## src/rtl/mdio_fc_pkg.sv

```systemverilog
package mdio_fc_pkg;
    typedef enum logic [1:0] {
        ST_IDLE     = 2'd0,
        ST_PREAMBLE = 2'd1,
        ST_FRAME    = 2'd2
    } mdio_state_e;

    localparam int FRAME_W  = 32;
    localparam int DATA_W   = 16;
    localparam int TA_HI    = 17;
    localparam int CNT_W    = $clog2(FRAME_W);
    localparam int RD_BIT   = 29;
endpackage

```

## src/rtl/mdio_fc_clkgen.sv

```systemverilog
module mdio_fc_clkgen #(
    parameter int DIV_W = 7
) (
    input  logic             clk,
    input  logic             rst_n,
    input  logic             run,
    input  logic [DIV_W-1:0] div,
    output logic             mdc,
    output logic             rise,
    output logic             fall
);
    logic [DIV_W-1:0] cnt;
    logic             hit;

    assign hit  = run && (cnt == div);
    assign rise = hit && !mdc;
    assign fall = hit && mdc;

    always_ff @(posedge clk) begin
        if (!rst_n) begin
            cnt <= '0;
            mdc <= 1'b0;
        end else if (!run) begin
            cnt <= '0;
            mdc <= 1'b0;
        end else if (hit) begin
            cnt <= '0;
            mdc <= ~mdc;
        end else begin
            cnt <= cnt + 1'b1;
        end
    end
endmodule

```

## src/rtl/mdio_fc_engine.sv

```systemverilog
module mdio_fc_engine
    import mdio_fc_pkg::*;
(
    input  logic              clk,
    input  logic              rst_n,
    input  logic              launch,
    input  logic [FRAME_W-1:0] word,
    input  logic              pre_en,
    input  logic              rise,
    input  logic              fall,
    input  logic              mdio_i,
    output logic              busy,
    output logic              in_pre,
    output logic              mdio_o,
    output logic              mdio_oe,
    output logic              done,
    output logic [DATA_W-1:0] result,
    output logic              result_rd
);
    localparam logic [CNT_W-1:0] LAST_BIT = CNT_W'(FRAME_W - 1);
    localparam logic [CNT_W-1:0] TA_IDX   = CNT_W'(TA_HI);
    localparam logic [CNT_W-1:0] DATA_TOP = CNT_W'(DATA_W - 1);

    mdio_state_e          state, nxt;
    logic [CNT_W-1:0]     bit_cnt;
    logic [FRAME_W-1:0]   shreg;
    logic                 is_rd;
    logic [DATA_W-1:0]    cap;
    logic                 last_fall;

    assign last_fall = fall && (bit_cnt == '0);

    always_comb begin
        nxt = state;
        unique case (state)
            ST_IDLE:     if (launch) nxt = pre_en ? ST_PREAMBLE : ST_FRAME;
            ST_PREAMBLE: if (last_fall) nxt = ST_FRAME;
            ST_FRAME:    if (last_fall) nxt = ST_IDLE;
            default:     nxt = ST_IDLE;
        endcase
    end

    always_ff @(posedge clk) begin
        if (!rst_n) begin
            state   <= ST_IDLE;
            bit_cnt <= '0;
            shreg   <= '0;
            is_rd   <= 1'b0;
            cap     <= '0;
        end else begin
            state <= nxt;
            if (state == ST_IDLE) begin
                if (launch) begin
                    shreg   <= word;
                    is_rd   <= word[RD_BIT];
                    bit_cnt <= LAST_BIT;
                    cap     <= '0;
                end
            end else begin
                if (fall) begin
                    bit_cnt <= (bit_cnt == '0) ? LAST_BIT : bit_cnt - 1'b1;
                    if (state == ST_FRAME)
                        shreg <= {shreg[FRAME_W-2:0], 1'b0};
                end
                if (rise && (state == ST_FRAME) && is_rd && (bit_cnt <= DATA_TOP))
                    cap <= {cap[DATA_W-2:0], mdio_i};
            end
        end
    end

    always_comb begin
        busy      = (state != ST_IDLE);
        in_pre    = (state == ST_PREAMBLE);
        mdio_o    = 1'b0;
        mdio_oe   = 1'b0;
        done      = 1'b0;
        result    = cap;
        result_rd = is_rd;
        unique case (state)
            ST_IDLE: ;
            ST_PREAMBLE: begin
                mdio_o  = 1'b1;
                mdio_oe = 1'b1;
            end
            ST_FRAME: begin
                mdio_o  = shreg[FRAME_W-1];
                mdio_oe = !(is_rd && (bit_cnt <= TA_IDX));
                done    = last_fall;
            end
            default: ;
        endcase
    end
endmodule

```

## src/rtl/mdio_fc_regs.sv

```systemverilog
module mdio_fc_regs
    import mdio_fc_pkg::*;
#(
    parameter int              ADDR_W   = 12,
    parameter int              DIV_W    = 7,
    parameter logic [ADDR_W-1:0] CTRL_OFS = 12'h128,
    parameter logic [ADDR_W-1:0] DATA_OFS = 12'h12C
) (
    input  logic               clk,
    input  logic               rst_n,
    input  logic               wen,
    input  logic [ADDR_W-1:0]  addr,
    input  logic [31:0]        wdata,
    input  logic               busy,
    input  logic               done,
    input  logic [DATA_W-1:0]  result,
    input  logic               result_rd,
    output logic [31:0]        rdata,
    output logic               launch,
    output logic               pre_en,
    output logic [DIV_W-1:0]   div,
    output logic               done_flag
);
    localparam int PRE_BIT  = 7;
    localparam int DONE_BIT = 8;

    logic [31:0] data_reg;
    logic [31:0] ctrl_rd;
    logic        wr_ctrl, wr_data;

    assign wr_ctrl = wen && (addr == CTRL_OFS);
    assign wr_data = wen && (addr == DATA_OFS);
    assign launch  = wr_data && !busy && (div != '0);

    always_ff @(posedge clk) begin
        if (!rst_n) begin
            pre_en    <= 1'b0;
            div       <= '0;
            done_flag <= 1'b0;
            data_reg  <= '0;
        end else begin
            if (wr_ctrl) begin
                pre_en <= wdata[PRE_BIT];
                div    <= wdata[DIV_W-1:0];
            end
            if (launch) begin
                data_reg  <= wdata;
                done_flag <= 1'b0;
            end else if (done) begin
                done_flag <= 1'b1;
                if (result_rd)
                    data_reg[DATA_W-1:0] <= result;
            end
        end
    end

    always_comb begin
        ctrl_rd                = '0;
        ctrl_rd[DIV_W-1:0]     = div;
        ctrl_rd[PRE_BIT]       = pre_en;
        ctrl_rd[DONE_BIT]      = done_flag;
        if (addr == CTRL_OFS)      rdata = ctrl_rd;
        else if (addr == DATA_OFS) rdata = data_reg;
        else                       rdata = '0;
    end
endmodule

```

## src/rtl/mdio_frame_ctrl.sv

```systemverilog
module mdio_frame_ctrl
    import mdio_fc_pkg::*;
#(
    parameter int ADDR_W = 12,
    parameter int DIV_W  = 7
) (
    input  logic              clk,
    input  logic              rst_n,
    input  logic              reg_wen,
    input  logic [ADDR_W-1:0] reg_addr,
    input  logic [31:0]       reg_wdata,
    output logic [31:0]       reg_rdata,
    input  logic              mdio_i,
    output logic              mdc,
    output logic              mdio_o,
    output logic              mdio_oe
);
    logic              launch, pre_en, done_flag;
    logic [DIV_W-1:0]  div;
    logic              busy, in_pre, done, result_rd;
    logic              rise, fall;
    logic [DATA_W-1:0] result;

    mdio_fc_regs #(
        .ADDR_W (ADDR_W),
        .DIV_W  (DIV_W)
    ) u_regs (
        .clk       (clk),
        .rst_n     (rst_n),
        .wen       (reg_wen),
        .addr      (reg_addr),
        .wdata     (reg_wdata),
        .busy      (busy),
        .done      (done),
        .result    (result),
        .result_rd (result_rd),
        .rdata     (reg_rdata),
        .launch    (launch),
        .pre_en    (pre_en),
        .div       (div),
        .done_flag (done_flag)
    );

    mdio_fc_clkgen #(.DIV_W(DIV_W)) u_clk (
        .clk   (clk),
        .rst_n (rst_n),
        .run   (busy),
        .div   (div),
        .mdc   (mdc),
        .rise  (rise),
        .fall  (fall)
    );

    mdio_fc_engine u_eng (
        .clk       (clk),
        .rst_n     (rst_n),
        .launch    (launch),
        .word      (reg_wdata),
        .pre_en    (pre_en),
        .rise      (rise),
        .fall      (fall),
        .mdio_i    (mdio_i),
        .busy      (busy),
        .in_pre    (in_pre),
        .mdio_o    (mdio_o),
        .mdio_oe   (mdio_oe),
        .done      (done),
        .result    (result),
        .result_rd (result_rd)
    );
endmodule

```

## config.mk

```make
export PLATFORM = sky130hd
export DESIGN_NAME = mdio_frame_ctrl
export DESIGN_NICKNAME = d
export VERILOG_FILES = /design/src/rtl/mdio_fc_pkg.sv /design/src/rtl/mdio_fc_clkgen.sv /design/src/rtl/mdio_fc_engine.sv /design/src/rtl/mdio_fc_regs.sv /design/src/rtl/mdio_frame_ctrl.sv
export SDC_FILE = /design/constraint.sdc
export NUM_CORES = 1
export LEC_CHECK = 0
export ABC_CLOCK_PERIOD_IN_PS = 3400
export CORE_UTILIZATION = 35
export DETAILED_ROUTE_END_ITERATION = 16
export PLACE_DENSITY = 0.68
export REMOVE_ABC_BUFFERS = 1
export SYNTH_ARGS = -nofsm -noshare
export SYNTH_HDL_FRONTEND = slang
export SYNTH_SLANG_ARGS = --single-unit
export TNS_END_PERCENT = 30
```

## constraint.sdc

```tcl
create_clock -name clk -period 3.4 [get_ports clk]
set_input_delay 0.34 -clock clk [delete_from_list [all_inputs] [get_ports clk]]
set_output_delay 0.34 -clock clk [all_outputs]
set_load 0.005 [all_outputs]
```

==> impl_metrics.tcl, run 1 <==
set metrics [dict create \
    rsz0062_at_grt "false" \
    cts.sinks 105 \
    r2r_cells 6 \
    synth_top_family_by_area "simple AND/OR/NAND/NOR gates" \
    yosys.area_share.simple_pct 22.9 \
    syn_area_um2 5390 \
    yosys.area.top_type_share_pct 39.0 \
    end_kind "primary output" \
    overflow 0 \
    cts_tree "yes" \
    io_pins 83 \
    finalHoldViolCount 0 \
    irDropWorstVdd_v 0.000231 \
    drc 0 \
    nNetsFinal 778 \
    min_path_cells 2 \
    slowest_stage "clkdlybuf4s50_1" \
    htreeDepth 3 \
    worstHoldStart "u_regs.data_reg[31]" \
    placed_cell_area_um2 6310 \
    clk_path_buf_depth 2 \
    leakagePower_nw 2.17 \
    antenna_found_initial 0 \
    relSlewSlack_pct 37.8 \
    cts_made_buffers 9 \
    dp_hpwl_mm 9.41 \
    max_freq_ghz 0.336 \
    status "complete, no violations" \
    yosys-top-cells-count "a21oi_1 (108), dfxtp_1 (105), nand3_1 (74)" \
    core_area_um2 14800 \
    synthCells 669 \
    dr.pass1.iters 7 \
    drive_above_1_share_pct 10.6 \
    crit_chain "clkdlybuf4s50_1 > nor4b_1 > nand2_1 > nor4_4 > buf_4 > a22o_1 > clkdlybuf4s50_1" \
    worstPathMaxFanout 15 \
    holdWs_ps 451 \
    seq_area_frac_synth_pct 39.0 \
    syn_to_final_growth_pct 22.2 \
    grt.total_usage_pct 19.1 \
    wl_mm 14.8 \
    whs_endpoint "u_regs.data_reg[31]" \
    power_mw 2.37 \
    grt_pass1_wl_mm 24.2 \
    yosys_warnings 0 \
    dp.cells 895 \
    rows 44 \
    ys_top_cells_by_area "dfxtp_1 (39%), a21oi_1 (10%), nand3_1 (6.9%)" \
    synth_flop_cell "dfxtp_1" \
    fin_ws_ps 420 \
    ys_types 53 \
    synth_compound_area_share_pct 19.3 \
    tightest_slew_ps 931 \
    vias 4972 \
    post_synth.cell_area_avg_um2 8.06 \
    power_density_nw_per_um2 359 \
    async_flop_share_pct 0 \
    clock_skew_ps 9.48 \
    finalCriticalPeriod_ps 2980 \
    start_util_pct 36.5 \
    finalMaxSlewViolations 0 \
    grt_max_degree 53 \
    die-area_um2 15900 \
    cp-startpoint "reg_addr[4]" \
    ys_ff_latch 105 \
    synth_edf_count 0 \
    setup_viol 0 \
    viasPerCell 5.46 \
    dieWidth_um 126 \
    dr.first_iter.drc_count 431 \
    final_antenna_net_count 0 \
    path_common_cell "clkdlybuf4s50_1" \
    fin_crit_sh_pct 87.6 \
    crit_arrival_ps 2640 \
    wl_per_cell_um 16.2 \
    fin_cells 911 \
    setup_tns_ps 0 \
    dp_slack_ps 392 \
    worstPathRequired_ps 3060 \
    worstReg2RegEnd "u_regs.data_reg[21]" \
    ctsResizeCount 0 \
    io_buffers 82 \
    gp_congestion 0.809 \
    r2r-start "u_eng.state[0]" \
    maxCapViolCount 0 \
    yosys.area.top_type "dfxtp_1" \
    max_stage_delay_ps 500 \
    antenna_cells 0 \
    muxShareOfSynthArea_pct 6.85 \
    synth-adder-area-share_pct 1.86 \
    clk_pin_slew_ps 70 \
    final_area_um2 6590 \
    hp-class "reg2reg" \
    cts_hold_buf 0 \
    post-route-util_pct 44.6 \
    synth_xor_xnor_area_share_pct 2.11 \
    root_buffer "clkbuf_16" \
    cts_setup_buffers 0 \
    yosysMostFrequentCell "a21oi_1" \
    clock_latency_ps 360 \
    critPathKind "in2out" \
    r2r_slack_ps 730 \
    grt_pass1_vias 4696 \
    start_kind "input port" \
    die_h_um 126 \
]
==> critical path, delay by kind of cell <==
kind | cells | cell delay, ps
buffers and inverters | 3 | 1190
AOI/OAI and AO/OA | 1 | 160
and+or+nand+nor | 3 | 940
==> layout by cell type (no fill, tap or decap), drive strengths merged, types with 8 or more instances in the layout <==
master / synthesis / routed
a22o: 10 / 10
o22ai: 16 / 16
nand3: 74 / 74
clkbuf: 33 / 11
inv: 38 / 42
clkdlybuf4s50: 0 / 82
buf: 25 / 18
or3: 19 / 19
nor3: 20 / 20
xnor2: 10 / 10
nand2: 50 / 50
o21ai: 34 / 34
mux2: 31 / 31
nor2: 16 / 16
dfxtp: 105 / 105
a21oi: 108 / 108
ha: 8 / 8
and2: 24 / 24
==> logic make-up after synthesis <==
logic type      count (synthesis)
compound gates                183
xor+xnor                       13
fa+ha+maj                       8
buf+inv                        96
flops                         105
mux                            33
simple gates                  231
==> cell type report <==
type | count | area, um2
Clock buffer | 11 | 233
Tap cell | 184 | 230
Multi-Input combinational cell | 468 | 2870
Inverter | 38 | 143
Clock inverter | 5 | 46.3
Fill cell | 1506 | 8170
Sequential cell | 105 | 2100
Timing Repair Buffer | 100 | 968
==> power by group <==
group / switching, mW / total [mW] / internal [mW]
clock: 0.503 / 1.02 / 0.513
sequential: 0.0000153 / 1.23 / 1.23
combinational: 0.0518 / 0.121 / 0.0690
total: 0.555 / 2.37 / 1.81
==> per-layer routing <==
| metal | up-vias | wire, um | track usage (%) |
|---|---|---|---|
| met3 | 18 | 1150 | 5.44 |
| met1 | 2319 | 6770 | 25.2 |
| met5 | - | 0 | 0 |
| li1 | 2458 | - | - |
| met2 | 177 | 6570 | 29.8 |
| met4 | 0 | 261 | 6.09 |
==> worst max path at each step <==
stage	slack, ps	endpoint	cells after the start
floorplan	-70	u_eng.bit_cnt[2]	6
global placement	450	reg_rdata[7]	7
detailed placement	390	reg_rdata[5]	7
CTS	400	reg_rdata[7]	7
global route	190	reg_rdata[0]	7
finish	420	reg_rdata[7]	7
No activity file was read; power rests on OpenSTA's default activity.
==> inputs of run 2 (changes only) <==
- CELL_PAD_IN_SITES_DETAIL_PLACEMENT: not set -> 2
- CELL_PAD_IN_SITES_GLOBAL_PLACEMENT: not set -> 2
- CORE_UTILIZATION: 35 -> 34
- PLACE_DENSITY: 0.68 -> 0.95
- SLEW_MARGIN: not set -> 20
==> run 2 against run 1 <==
Compared with the run above: routed wire length up 42%; worst setup slack worse by 91 ps; first-iteration DRC count down 31%; sequential power about the same; core utilization down 0.96 points; fmax down 3.0%; cell area up 1.6%; via count up 7.2%; clock power up 16%; largest power group unchanged.
==> impl_metrics.tcl, run 2 (synthesis gave the netlist of run 1 again) <==
set metrics [dict create \
    status "complete, no violations" \
    fin_ws_ps 329 \
    grt-busiest-layer "met2" \
    grt.total_usage_pct 26.1 \
    clk_path_buf_depth 2 \
    rows 45 \
    setup_viol 0 \
    drc 0 \
    cts_setup_buffers 0 \
    ctsResizeCount 0 \
    fin_crit_sh_pct 90.3 \
    finalHoldViolCount 0 \
    drive_above_1_share_pct 11.0 \
    grt_use_met3_pct 4.17 \
    path_common_cell "clkdlybuf4s50_1" \
    max_stage_delay_ps 520 \
    clock_latency_ps 370 \
    dieWidth_um 128 \
    critPathKind "in2out" \
    cts_hold_buf 0 \
    cts.sinks 105 \
    gp_congestion 0.766 \
    hp-class "reg2reg" \
    grtUsageMet1_pct 29.6 \
    worstPathMaxFanout 17 \
    pwr-share-comb_pct 5.0 \
    viasPerCell 5.68 \
    wl_mm 20.9 \
    final_common_cell "a21oi_1" \
    maxCapViolCount 0 \
    start_kind "input port" \
    end_kind "primary output" \
    p_int_mw 1.95 \
    io_buffers 82 \
    grt_pass1_wl_mm 32.7 \
    dp_hpwl_mm 14.2 \
    rsz0062_at_grt "false" \
    relSlewSlack_pct 45.0 \
    met2_usage_pct 49.0 \
    r2r_slack_ps 600 \
    root_buffer "clkbuf_16" \
    crit_arrival_ps 2730 \
    final_antenna_net_count 0 \
    syn_to_final_growth_pct 24.1 \
    dp_slack_ps 289 \
    die-area_um2 16400 \
    overflow 0 \
    antenna_cells 0 \
    start_util_pct 35.2 \
    grt_pass1_vias 5903 \
    finalMaxSlewViolations 0 \
    htreeDepth 3 \
    post-route-util_pct 43.7 \
    p_sw_uw 582 \
    dr.pass1.iters 4 \
    core_area_um2 15300 \
    power_mw 2.53 \
    wl_per_cell_um 22.3 \
    clock_skew_ps 16.2 \
    nNetsFinal 779 \
    seqPwrFrac_pct 48.5 \
    finalCriticalPeriod_ps 3070 \
    cts_tree "yes" \
    vias 5332 \
    tightest_slew_ps 825 \
    leakagePower_nw 2.21 \
    power_density_nw_per_um2 379 \
    worstPathRequired_ps 3060 \
    slowest_stage "clkdlybuf4s50_1" \
    grt_max_degree 56 \
    io_pins 83 \
    antenna_found_initial 0 \
    die_h_um 128 \
    setup_tns_ps 0 \
    clk_pin_slew_ps 70 \
    max_freq_ghz 0.326 \
    irDropWorstVdd_v 0.000368 \
    dr.first_iter.drc_count 296 \
    layout_common_cells "a21oi_1 (108), dfxtp_1 (105), clkdlybuf4s50_1 (82)" \
    crit_chain "clkdlybuf4s50_1 > nor4b_1 > nand2_1 > nor4_4 > buf_4 > a22o_1 > clkdlybuf4s50_1" \
    switching_share_pct 23.0 \
    cts_made_buffers 9 \
    pwr-share-clk_pct 46.6 \
]
## run 2: per-stage QoR
stage | area [um2] | cells | hold slack (ps)
finish | 6690 | 939 | 459
global route | 6690 | 939 | 482
CTS | 6690 | 939 | 466
detailed placement | 6360 | 923 | 454
global placement | 6360 | 923 | 436
floorplan | 5100 | 611 | 427
## run 2: worst paths after layout
kind	end	startpoint	depth (start not counted)
hold / removal	u_regs.data_reg[22]	u_regs.data_reg[22]	2
setup / recovery	reg_rdata[8]	reg_addr[11]	7
hold reg to reg	u_regs.data_reg[22]	u_regs.data_reg[22]	2
setup reg to reg	u_regs.data_reg[1]	u_eng.bit_cnt[0]	7
## run 2: area by class of cell
| type | count | area, um2 |
|---|---|---|
| fill | 1726 | 8620 |
| multi-input combinational | 468 | 2870 |
| sequential | 105 | 2100 |
| timing repair buffer | 101 | 988 |
| tap | 211 | 264 |
| clock buffer | 9 | 225 |
| inverter | 38 | 143 |
| clock inverter | 7 | 103 |
## run 2: power groups by stage
stage	clock, mW	combinational (mW)	sequential (mW)
2_1_floorplan	0	0.0367	1.26
3_3_place_gp	0	0.118	1.26
3_5_place_dp	0	0.124	1.26
4_1_cts	1.21	0.125	1.23
5_1_grt	1.24	0.132	1.23
6_report	1.18	0.126	1.23
## run 2: metal layers
metal,routed length [um],vias up
met3,761,30
met2,11200,133
li1,-,2450
met5,0,-
met4,384,0
met1,8610,2719
## run 2: critical path: cells and delay by family
kind                   cells  cell delay [ps]
AOI/OAI and AO/OA          1              200
buffers and inverters      3             1210
and+or+nand+nor            3              980
==> inputs of run 3 (changes only) <==
- CORE_ASPECT_RATIO: not set -> 1.5
==> run 3 against run 2 <==
Compared with the run above: via count is essentially flat; register-to-register slack lost 180 ps; fmax decreased by 1.9%; non-clock buffer count decreased by 5; flip-flop and latch count did not move; clock-buffer cell count rose by 2; routed wire length grew 0.17%; sequential share of layout area rose by 0.15 points; total power grew 0.57%; cell count decreased by 1.4%; worst setup slack worse by 59 ps; critical path type unchanged; largest cell class unchanged; largest power group unchanged.
==> impl_metrics.tcl, run 3 (synthesis gave the netlist of run 1 again) <==
set metrics [dict create \
    status "complete, no violations" \
    end_kind "primary output" \
    power_mw 2.55 \
    core_area_um2 15600 \
    antenna_found_initial 0 \
    dp_hpwl_mm 13.6 \
    cts_tree "yes" \
    dp.cells 910 \
    dr.first_iter.drc_count 157 \
    io_pins 83 \
    max_freq_ghz 0.320 \
    overflow 0 \
    cts_setup_buffers 0 \
    clock_skew_ps 7.90 \
    grt_max_degree 60 \
    crit_arrival_ps 2790 \
    final_antenna_net_count 0 \
    final_area_um2 6660 \
    finalMaxSlewViolations 0 \
    drive_above_1_share_pct 10.4 \
    htreeDepth 3 \
    min_path_cells 2 \
    r2r-start "u_eng.state[0]" \
    grt_pass1_wl_mm 33.6 \
    fin_crit_sh_pct 92.0 \
    rsz0062_at_grt "false" \
    start_kind "input port" \
    cts_made_buffers 9 \
    path_common_cell "clkdlybuf4s50_1" \
    tightest_slew_ps 1090 \
    critPathKind "in2out" \
    crit_buf_inv 3 \
    leakagePower_nw 2.19 \
    wl_per_cell_um 22.7 \
    drc 0 \
    irDropWorstVdd_v 0.000228 \
    clk_pin_slew_ps 70 \
    worstHoldStart "u_regs.data_reg[30]" \
    crit_chain "clkdlybuf4s50_1 > nor4b_1 > nand2_1 > nor4_4 > buf_4 > a22o_1 > clkdlybuf4s50_1" \
    setup_viol 0 \
    dr.pass1.iters 4 \
    r2r_slack_ps 420 \
    die-area_um2 16400 \
    clock_latency_ps 360 \
    antenna_cells 0 \
    syn_to_final_growth_pct 23.5 \
    vias 5337 \
    hp-class "reg2reg" \
    setup_tns_ps 0 \
    nNetsFinal 774 \
    viasPerCell 5.76 \
    wl_mm 21.0 \
    cp-startpoint "reg_addr[7]" \
    final_common_cell "a21oi_1" \
    cts.sinks 105 \
    finalCriticalPeriod_ps 3130 \
    finalHoldViolCount 0 \
    slowest_stage "nor4b_1" \
    dieWidth_um 105 \
    ctsResizeCount 0 \
    num-fill-cells 1733 \
    root_buffer "clkbuf_16" \
    power_density_nw_per_um2 383 \
    die_h_um 156 \
    start_util_pct 34.6 \
    clk_path_buf_depth 2 \
    r2r_cells 7 \
    fin_cells 926 \
    whs_endpoint "u_regs.data_reg[30]" \
    relSlewSlack_pct 27.3 \
    maxCapViolCount 0 \
    critPathTopFamily "buffers and inverters" \
    rows 56 \
    placed_cell_area_um2 6330 \
    grt.total_usage_pct 26.5 \
    worstReg2RegEnd "u_eng.shreg[0]" \
    grt_pass1_vias 6111 \
    worstPathMaxFanout 17 \
    cts_hold_buf 0 \
    max_stage_delay_ps 590 \
    worstPathRequired_ps 3060 \
    io_buffers 82 \
    layout_common_cells "a21oi_1 (108), dfxtp_1 (105), clkdlybuf4s50_1 (82)" \
    gp_congestion 0.839 \
]
-- run 3: cell count changes in the layout (fill, tap and decap cells not counted), sizes merged --
cell,change
inv,-2
clkinvlp,+1
clkinv,-1
buf,-5
clkbuf,+2
-- run 3: metal layers --
metal	track usage (%)	wire [um]	vias to the layer above	share of wire, %
met5	0	0	-	0
met4	15.3	985	0	4.7
met3	3.80	636	57	3.0
met2	50.2	11300	140	54
met1	27.6	8020	2693	38
li1	-	-	2447	-
-- run 3: final cells by class --
class	instances	area, um2	area share (%)
sequential	105	2100	31.6
clock buffer	11	253	3.80
timing repair buffer	96	963	14.5
inverter	38	143	2.14
multi-input combinational	468	2870	43.0
clock inverter	5	77.6	1.17
tap	203	254	3.82
-- run 3: stage by stage --
stage          utilization [%]  setup slack, ps  hold slack (ps)
2_1_floorplan                -            -72.2              427
6_report                  42.8              270              460
4_1_cts                   42.8              230              463
5_1_grt                   42.8              146              481
3_5_place_dp              40.7              240              449
3_3_place_gp              40.7              556              434
-- run 3: power breakdown --
group | internal [mW] | switching [mW]
Clock | 0.685 | 0.506
Sequential | 1.23 | 0.0000172
Combinational | 0.0687 | 0.0603
Total | 1.98 | 0.567
-- run 3: worst min-delay path: stages (launching register included) --
cell	delay, ps
dfxtp_1	310
nand2_1	50
a21oi_1	50
-- run 3: how the worst max path moves through the flow --
| stage | endpoint | slack [ps] | cells past startpoint |
|---|---|---|---|
| 2_1_floorplan | u_eng.bit_cnt[2] | -70 | 6 |
| 6_report | reg_rdata[6] | 270 | 7 |
| 3_5_place_dp | reg_rdata[6] | 240 | 7 |
| 3_3_place_gp | reg_rdata[1] | 560 | 7 |
| 4_1_cts | reg_rdata[6] | 230 | 7 |
| 5_1_grt | reg_rdata[6] | 150 | 7 |
